===== config.mk =====
export PLATFORM = sky130hd
export DESIGN_NAME = pp_cmd_proc
export DESIGN_NICKNAME = d
export VERILOG_FILES = /design/src/rtl/pp_pkg.sv /design/src/rtl/pp_rx.sv /design/src/rtl/pp_exec.sv /design/src/rtl/pp_tx.sv /design/src/rtl/pp_cmd_proc.sv
export SDC_FILE = /design/constraint.sdc
export NUM_CORES = 1
export LEC_CHECK = 0
export ABC_AREA = 0
export BUFFER_PORTS_ARGS = -buffer_cell sky130_fd_sc_hd__buf_2
export CAP_MARGIN = 20
export CORE_MARGIN = 3
export CORE_UTILIZATION = 40
export CTS_CLUSTER_SIZE = 24
export DETAILED_ROUTE_END_ITERATION = 10
export PLACE_DENSITY = 0.68
export SLEW_MARGIN = 20
export SYNTH_ARGS = -nofsm -noshare
export SYNTH_HDL_FRONTEND = slang
export SYNTH_HIERARCHICAL = 1
export SYNTH_SLANG_ARGS = --single-unit

===== constraint.sdc =====
create_clock -name clk_i -period 4.9 [get_ports clk_i]
set_input_delay 0.98 -clock clk_i [delete_from_list [all_inputs] [get_ports clk_i]]
set_output_delay 0.98 -clock clk_i [all_outputs]
set_load 0.05 [all_outputs]

===== src/rtl/pp_pkg.sv =====
package pp_pkg;
  localparam int WORD_W    = 32;
  localparam int HDR_WORDS = 5;

  localparam int ID_SIG_LSB  = 8;
  localparam int ID_VER_LSB  = 4;
  localparam int ID_PROD_LSB = 0;

  localparam int FLG_ACK      = 8;
  localparam int FLG_ERR_CMD  = 16;
  localparam int FLG_ERR_SIZE = 17;
  localparam logic [WORD_W-1:0] FLG_ERR_MASK = 32'h00FF_0000;

  typedef enum logic [3:0] {
    CMD_ECHO  = 4'd0,
    CMD_POKE  = 4'd1,
    CMD_PEEK  = 4'd2,
    CMD_BPOKE = 4'd3,
    CMD_BPEEK = 4'd4
  } pp_cmd_e;

  typedef struct packed {
    logic [WORD_W-1:0] id;
    logic [WORD_W-1:0] flags;
    logic [WORD_W-1:0] seq;
    logic [WORD_W-1:0] count;
    logic [WORD_W-1:0] addr;
  } pp_hdr_t;
endpackage


===== src/rtl/pp_rx.sv =====
module pp_rx
  import pp_pkg::*;
#(
  parameter int MAX_WORDS = 16
) (
  input  logic                         clk_i,
  input  logic                         rst_ni,
  input  logic                         en_i,
  input  logic                         in_valid_i,
  input  logic [WORD_W-1:0]            in_data_i,
  output pp_hdr_t                      hdr_o,
  output logic                         wr_en_o,
  output logic [$clog2(MAX_WORDS)-1:0] wr_idx_o,
  output logic [WORD_W-1:0]            wr_data_o,
  output logic                         last_o
);
  localparam int PKT_WORDS = HDR_WORDS + MAX_WORDS;
  localparam int CNT_W     = $clog2(PKT_WORDS);
  localparam int IDX_W     = $clog2(MAX_WORDS);

  logic [CNT_W-1:0]  cnt_q;
  logic [WORD_W-1:0] hw_q [HDR_WORDS];
  logic              take;

  assign take      = en_i & in_valid_i;
  assign last_o    = take && (cnt_q == CNT_W'(PKT_WORDS - 1));
  assign wr_en_o   = take && (cnt_q >= CNT_W'(HDR_WORDS));
  assign wr_idx_o  = IDX_W'(cnt_q - CNT_W'(HDR_WORDS));
  assign wr_data_o = in_data_i;

  always_ff @(posedge clk_i or negedge rst_ni) begin
    if (!rst_ni) begin
      cnt_q <= '0;
      for (int i = 0; i < HDR_WORDS; i++) hw_q[i] <= '0;
    end else if (take) begin
      cnt_q <= last_o ? '0 : cnt_q + 1'b1;
      if (cnt_q < CNT_W'(HDR_WORDS)) hw_q[cnt_q[2:0]] <= in_data_i;
    end
  end

  assign hdr_o = '{id: hw_q[0], flags: hw_q[1], seq: hw_q[2], count: hw_q[3], addr: hw_q[4]};
endmodule


===== src/rtl/pp_exec.sv =====
module pp_exec
  import pp_pkg::*;
#(
  parameter int MAX_WORDS = 16
) (
  input  logic                           clk_i,
  input  logic                           rst_ni,
  input  logic                           start_i,
  input  logic                           write_i,
  input  logic [WORD_W-1:0]              base_i,
  input  logic [$clog2(MAX_WORDS+1)-1:0] num_i,
  output logic                           done_o,
  output logic                           bus_req_o,
  output logic                           bus_we_o,
  output logic [WORD_W-1:0]              bus_addr_o,
  output logic [WORD_W-1:0]              bus_wdata_o,
  input  logic                           bus_ready_i,
  input  logic [WORD_W-1:0]              bus_rdata_i,
  output logic [$clog2(MAX_WORDS)-1:0]   rd_idx_o,
  input  logic [WORD_W-1:0]              rd_data_i,
  output logic                           wr_en_o,
  output logic [$clog2(MAX_WORDS)-1:0]   wr_idx_o,
  output logic [WORD_W-1:0]              wr_data_o
);
  localparam int NUM_W = $clog2(MAX_WORDS + 1);
  localparam int IDX_W = $clog2(MAX_WORDS);

  logic              busy_q, we_q;
  logic [WORD_W-1:0] base_q;
  logic [NUM_W-1:0]  num_q, idx_q;
  logic              fire;

  assign bus_req_o   = busy_q && (idx_q != num_q);
  assign done_o      = busy_q && (idx_q == num_q);
  assign fire        = bus_req_o && bus_ready_i;
  assign bus_we_o    = we_q;
  assign bus_addr_o  = base_q + {{(WORD_W-NUM_W-2){1'b0}}, idx_q, 2'b00};
  assign rd_idx_o    = IDX_W'(idx_q);
  assign bus_wdata_o = rd_data_i;
  assign wr_en_o     = fire && !we_q;
  assign wr_idx_o    = IDX_W'(idx_q);
  assign wr_data_o   = bus_rdata_i;

  always_ff @(posedge clk_i or negedge rst_ni) begin
    if (!rst_ni) begin
      busy_q <= 1'b0;
      we_q   <= 1'b0;
      base_q <= '0;
      num_q  <= '0;
      idx_q  <= '0;
    end else if (start_i) begin
      busy_q <= 1'b1;
      we_q   <= write_i;
      base_q <= base_i;
      num_q  <= num_i;
      idx_q  <= '0;
    end else if (done_o) begin
      busy_q <= 1'b0;
    end else if (fire) begin
      idx_q <= idx_q + 1'b1;
    end
  end
endmodule


===== src/rtl/pp_tx.sv =====
module pp_tx
  import pp_pkg::*;
#(
  parameter int MAX_WORDS = 16
) (
  input  logic                         clk_i,
  input  logic                         rst_ni,
  input  logic                         start_i,
  input  pp_hdr_t                      hdr_i,
  output logic [$clog2(MAX_WORDS)-1:0] rd_idx_o,
  input  logic [WORD_W-1:0]            rd_data_i,
  output logic                         out_valid_o,
  output logic [WORD_W-1:0]            out_data_o,
  output logic                         out_last_o
);
  localparam int PKT_WORDS = HDR_WORDS + MAX_WORDS;
  localparam int CNT_W     = $clog2(PKT_WORDS);
  localparam int IDX_W     = $clog2(MAX_WORDS);

  logic              busy_q;
  logic [CNT_W-1:0]  cnt_q;
  logic [WORD_W-1:0] hw [HDR_WORDS];

  assign hw[0] = hdr_i.id;
  assign hw[1] = hdr_i.flags;
  assign hw[2] = hdr_i.seq;
  assign hw[3] = hdr_i.count;
  assign hw[4] = hdr_i.addr;

  assign out_valid_o = busy_q;
  assign out_last_o  = busy_q && (cnt_q == CNT_W'(PKT_WORDS - 1));
  assign rd_idx_o    = IDX_W'(cnt_q - CNT_W'(HDR_WORDS));
  assign out_data_o  = (cnt_q < CNT_W'(HDR_WORDS)) ? hw[cnt_q[2:0]] : rd_data_i;

  always_ff @(posedge clk_i or negedge rst_ni) begin
    if (!rst_ni) begin
      busy_q <= 1'b0;
      cnt_q  <= '0;
    end else if (start_i) begin
      busy_q <= 1'b1;
      cnt_q  <= '0;
    end else if (busy_q) begin
      busy_q <= !out_last_o;
      cnt_q  <= out_last_o ? '0 : cnt_q + 1'b1;
    end
  end
endmodule


===== src/rtl/pp_cmd_proc.sv =====
module pp_cmd_proc
  import pp_pkg::*;
#(
  parameter int         MAX_WORDS  = 16,
  parameter logic [7:0] SIGNATURE  = 8'hA5,
  parameter logic [3:0] PROTO_VER  = 4'd2,
  parameter logic [3:0] PRODUCT_ID = 4'd7
) (
  input  logic        clk_i,
  input  logic        rst_ni,
  input  logic        in_valid_i,
  input  logic [31:0] in_data_i,
  output logic        in_ready_o,
  output logic        bus_req_o,
  output logic        bus_we_o,
  output logic [31:0] bus_addr_o,
  output logic [31:0] bus_wdata_o,
  input  logic        bus_ready_i,
  input  logic [31:0] bus_rdata_i,
  output logic        out_valid_o,
  output logic [31:0] out_data_o,
  output logic        out_last_o
);
  localparam int IDX_W = $clog2(MAX_WORDS);
  localparam int NUM_W = $clog2(MAX_WORDS + 1);

  typedef enum logic [1:0] {S_RX, S_CHK, S_EXEC, S_TX} state_e;
  state_e state_q;

  pp_hdr_t           rx_hdr, tx_hdr;
  logic              rx_wr_en, rx_last, ex_wr_en, ex_done, ex_start, tx_start;
  logic [IDX_W-1:0]  rx_wr_idx, ex_wr_idx, ex_rd_idx, tx_rd_idx, rd_idx;
  logic [WORD_W-1:0] rx_wr_data, ex_wr_data, rd_data;
  logic [WORD_W-1:0] buf_q [MAX_WORDS];

  // decode of the held request
  logic              id_ok, is_block, over, known, is_write, ack;
  logic [3:0]        cmd;
  logic [NUM_W-1:0]  num;
  logic [WORD_W-1:0] rsp_flags, rsp_count, rsp_flags_q, rsp_count_q;

  always_comb begin
    id_ok    = (rx_hdr.id[ID_SIG_LSB +: 8] == SIGNATURE) &&
               (rx_hdr.id[ID_VER_LSB +: 4] <= PROTO_VER) &&
               (rx_hdr.id[ID_PROD_LSB +: 4] == PRODUCT_ID);
    cmd      = rx_hdr.flags[3:0];
    ack      = rx_hdr.flags[FLG_ACK];
    is_block = (cmd == CMD_BPOKE) || (cmd == CMD_BPEEK);
    known    = (cmd <= CMD_BPEEK);
    is_write = (cmd == CMD_POKE) || (cmd == CMD_BPOKE);
    over     = rx_hdr.count > WORD_W'(MAX_WORDS);
    if (is_block) num = over ? NUM_W'(MAX_WORDS) : NUM_W'(rx_hdr.count);
    else if ((cmd == CMD_POKE) || (cmd == CMD_PEEK)) num = NUM_W'(1);
    else num = '0;
    rsp_flags = rx_hdr.flags & ~FLG_ERR_MASK;
    if (!known) rsp_flags[FLG_ERR_CMD] = 1'b1;
    if (is_block && over) rsp_flags[FLG_ERR_SIZE] = 1'b1;
    rsp_count = (is_block && over) ? WORD_W'(MAX_WORDS) : rx_hdr.count;
  end

  assign in_ready_o = (state_q == S_RX);
  assign ex_start   = (state_q == S_CHK) && id_ok;
  assign tx_start   = (state_q == S_EXEC) && ex_done && ack;

  always_ff @(posedge clk_i or negedge rst_ni) begin
    if (!rst_ni) begin
      state_q     <= S_RX;
      rsp_flags_q <= '0;
      rsp_count_q <= '0;
    end else begin
      case (state_q)
        S_RX:   if (rx_last) state_q <= S_CHK;
        S_CHK: begin
          rsp_flags_q <= rsp_flags;
          rsp_count_q <= rsp_count;
          state_q     <= id_ok ? S_EXEC : S_RX;
        end
        S_EXEC: if (ex_done) state_q <= ack ? S_TX : S_RX;
        S_TX:   if (out_last_o) state_q <= S_RX;
        default: state_q <= S_RX;
      endcase
    end
  end

  // shared request/response data store
  always_ff @(posedge clk_i) begin
    if (rx_wr_en) buf_q[rx_wr_idx] <= rx_wr_data;
    else if (ex_wr_en) buf_q[ex_wr_idx] <= ex_wr_data;
  end

  assign rd_idx  = (state_q == S_TX) ? tx_rd_idx : ex_rd_idx;
  assign rd_data = buf_q[rd_idx];
  assign tx_hdr  = '{id: rx_hdr.id, flags: rsp_flags_q, seq: rx_hdr.seq,
                     count: rsp_count_q, addr: rx_hdr.addr};

  pp_rx #(.MAX_WORDS(MAX_WORDS)) u_rx (
    .clk_i, .rst_ni,
    .en_i      (in_ready_o),
    .in_valid_i,
    .in_data_i,
    .hdr_o     (rx_hdr),
    .wr_en_o   (rx_wr_en),
    .wr_idx_o  (rx_wr_idx),
    .wr_data_o (rx_wr_data),
    .last_o    (rx_last)
  );

  pp_exec #(.MAX_WORDS(MAX_WORDS)) u_exec (
    .clk_i, .rst_ni,
    .start_i    (ex_start),
    .write_i    (is_write),
    .base_i     (rx_hdr.addr),
    .num_i      (num),
    .done_o     (ex_done),
    .bus_req_o,
    .bus_we_o,
    .bus_addr_o,
    .bus_wdata_o,
    .bus_ready_i,
    .bus_rdata_i,
    .rd_idx_o   (ex_rd_idx),
    .rd_data_i  (rd_data),
    .wr_en_o    (ex_wr_en),
    .wr_idx_o   (ex_wr_idx),
    .wr_data_o  (ex_wr_data)
  );

  pp_tx #(.MAX_WORDS(MAX_WORDS)) u_tx (
    .clk_i, .rst_ni,
    .start_i    (tx_start),
    .hdr_i      (tx_hdr),
    .rd_idx_o   (tx_rd_idx),
    .rd_data_i  (rd_data),
    .out_valid_o,
    .out_data_o,
    .out_last_o
  );
endmodule


==> out/metrics.cfg <==
[clocking]
clock_path_buffers=3
cts.clk_slew.worst_paths_ns=0.06
clock_sinks=779
tritoncts=built
numCtsBuffers=76
htreeDepth=3
holdBufCountCts=0
cts-root-buf=clkbuf_16
clkLatencyLatePin_ns=0.63

[sta]
fin_skew_ns=0.01705
maxSlewViolCount=0
final_hold_viol_count=0
finalSetupViolCount=0
rsz0062_at_grt=no
max_freq_ghz=0.2108
tns_ns=0
fin_crit_sh_pct=96.81
slew_headroom_pct=25.05
post-route-min-period_ns=4.744
worst_pin_slew_ns=1.124

[die]
dieWidth_um=302.6
io_pins=169
core_area_um2=87020
initial_core_util_pct=40.44
die_y_um=302.6
die-area_um2=91570
row_count=108

[worst_setup_path]
worstPathMaxFanout=36
crit_required_ns=3.92
cp-end-kind=output port
worstPathArrival_ns=3.76
crit_type=flop to output port
rr_worst_depth=8
cp-start-kind=flop

[placement]
dpl.cell_count=3683
gp_congestion=0.8379
io_buffers=168
hpwl_mm=62.77

[detailed_routing]
ant_nets=0
viasPerCell=5.920
num_vias=22660
drtIter0Drc=2926
first_pass_iters=6
wl_per_cell_um=25.81
drc=0
wirelength_mm=98.76

[pwr]
p_leak_uw=0.01601
p_seq_share_pct=48.4
p_int_uw=13320
p_per_area_nw_per_um2=478.6
ir_drop_mv=0.3270
power_uw=18980
p_comb_share_pct=20.8
clkPwrFrac_pct=30.8
switchingPower_uw=5662
swShare_pct=29.83

[grt]
grt_pass1_wl_mm=147.0
grt-ovfl-total=0
grt_pass1_vias=22720
grt_max_degree=129
antenna_found_initial=1
track_usage_pct=21.36

[logic_synthesis]
yosysWarnings=6
syn_avg_cell_area_um2=13.80
netlist_area_um2=35190
synthCells=2550

[min_path]
hold_path_depth=2
hold_path.class=flop to flop

[cells_and_area]
area_delta_synth_final_pct=12.69
final_nets=2690
fillers=7563
layoutNonFillerInstCount=3827
drive_above_1_share_pct=27.37

[run_status]
status=completed

[flow_run]
cap_viol_max_count=0

-- power groups by stage --
stage                     clock network [µW]  logic (µW)  registers (µW)
after global placement                     0        3820            9200
final                                   5840        3960            9180
after CTS                               5910        3940            9160
after floorplan                            0        2700            9010
after detailed placement                   0        3920            9280
after global routing                    6200        4180            9310
-- state kept, by name, summed over array words and instances, names as in the netlist --
| signal | count |
|---|---|
| u_exec/idx_q | 5 |
| u_exec/bus_we_o | 1 |
| u_rx/cnt_q | 5 |
| u_exec/base_q | 32 |
| u_tx/out_valid_o | 1 |
| rsp_count_q | 32 |
| u_exec/busy_q | 1 |
| buf_q | 512 |
| u_rx/hdr_o | 152 |
| state_q | 2 |
| rsp_flags_q | 26 |
| u_exec/num_q | 5 |
| u_tx/cnt_q | 5 |
-- worst max-delay path: stages (launching register included) --
cell and delay (ns):
dfrtp_1 0.61, buf_4 0.25, a21bo_4 0.47, buf_4 0.34, a21oi_1 0.10, o21ai_0 0.18
nand4_1 0.15, o2bb2ai_1 0.29, a21oi_1 0.16, a21oi_1 0.24, buf_2 0.32
-- worst paths after layout --
path	from	end	slack [ns]
worst max-delay path	state_q[0]	out_data_o[22]	0.16
worst min-delay path	rsp_count_q[27]	rsp_count_q[27]	0.46
worst max register to register	state_q[0]	buf_q[15][21]	0.45
worst min register to register	rsp_count_q[27]	rsp_count_q[27]	0.46
max in group asynchronous	rst_ni	u_rx/hdr_o[100]	3.41
min in group asynchronous	rst_ni	u_rx/hdr_o[24]	0.47
-- placed cells by master (no fill, tap or decap), types with 18 or more instances in the layout --
cell and count:
a21oi_1 142, a22oi_2 27, buf_12 30, buf_2 147, buf_4 81, clkbuf_16 80, clkinv_2 19, dfrtp_1 265
edfxtp_1 512, inv_1 18, mux2_2 139, mux2_4 82, mux2i_1 130, mux4_2 32, nand2_1 172, nand3_1 163
nand4_1 41, nor2_1 32, nor2_4 18, nor3_1 75, o21ai_0 134, o221ai_1 65, o2bb2ai_1 21, xnor2_1 18
xor2_1 21
-- per-layer routing --
layer | global-route usage, % | vias to the layer above | routed length, µm
li1 | - | 9665 | -
met1 | 29.76 | 11640 | 39910
met2 | 33.86 | 1175 | 46570
met3 | 4.172 | 182 | 9547
met4 | 6.762 | 0 | 2737
met5 | 0 | - | 0
-- area by class of cell --
cell class                 instances  area (µm²)  share of cell area, %
antenna                            1       2.502               0.006311
clock buffer                      94        2068                  5.216
clock inverter                    47       410.4                  1.035
inverter                          19       71.32                 0.1799
multi-input combinational       1471       11620                  29.29
sequential                       779       22060                  55.63
tap                             1155        1445                  3.644
timing repair buffer             261        1982                  4.998
-- through the flow --
step | instance area [µm²] | setup slack (ns) | util (%) | hold slack, ns
6_report | 39650 | 0.1562 | 45.57 | 0.4596
5_1_grt | 39650 | 0.003498 | 45.56 | 0.4816
4_1_cts | 39530 | 0.02404 | 45.42 | 0.4641
3_5_place_dp | 37040 | 0.4910 | 42.57 | 0.4530
3_3_place_gp | 37040 | 0.5476 | 42.57 | 0.4436
2_1_floorplan | 35210 | 0.1995 | - | 0.4331
-- timing repair --
item,in CTS,in global routing
gates resized for setup,2,15
setup buffers,0,3
setup endpoints to repair,13,22
Note: power is estimated with default switching activity, not from simulation.
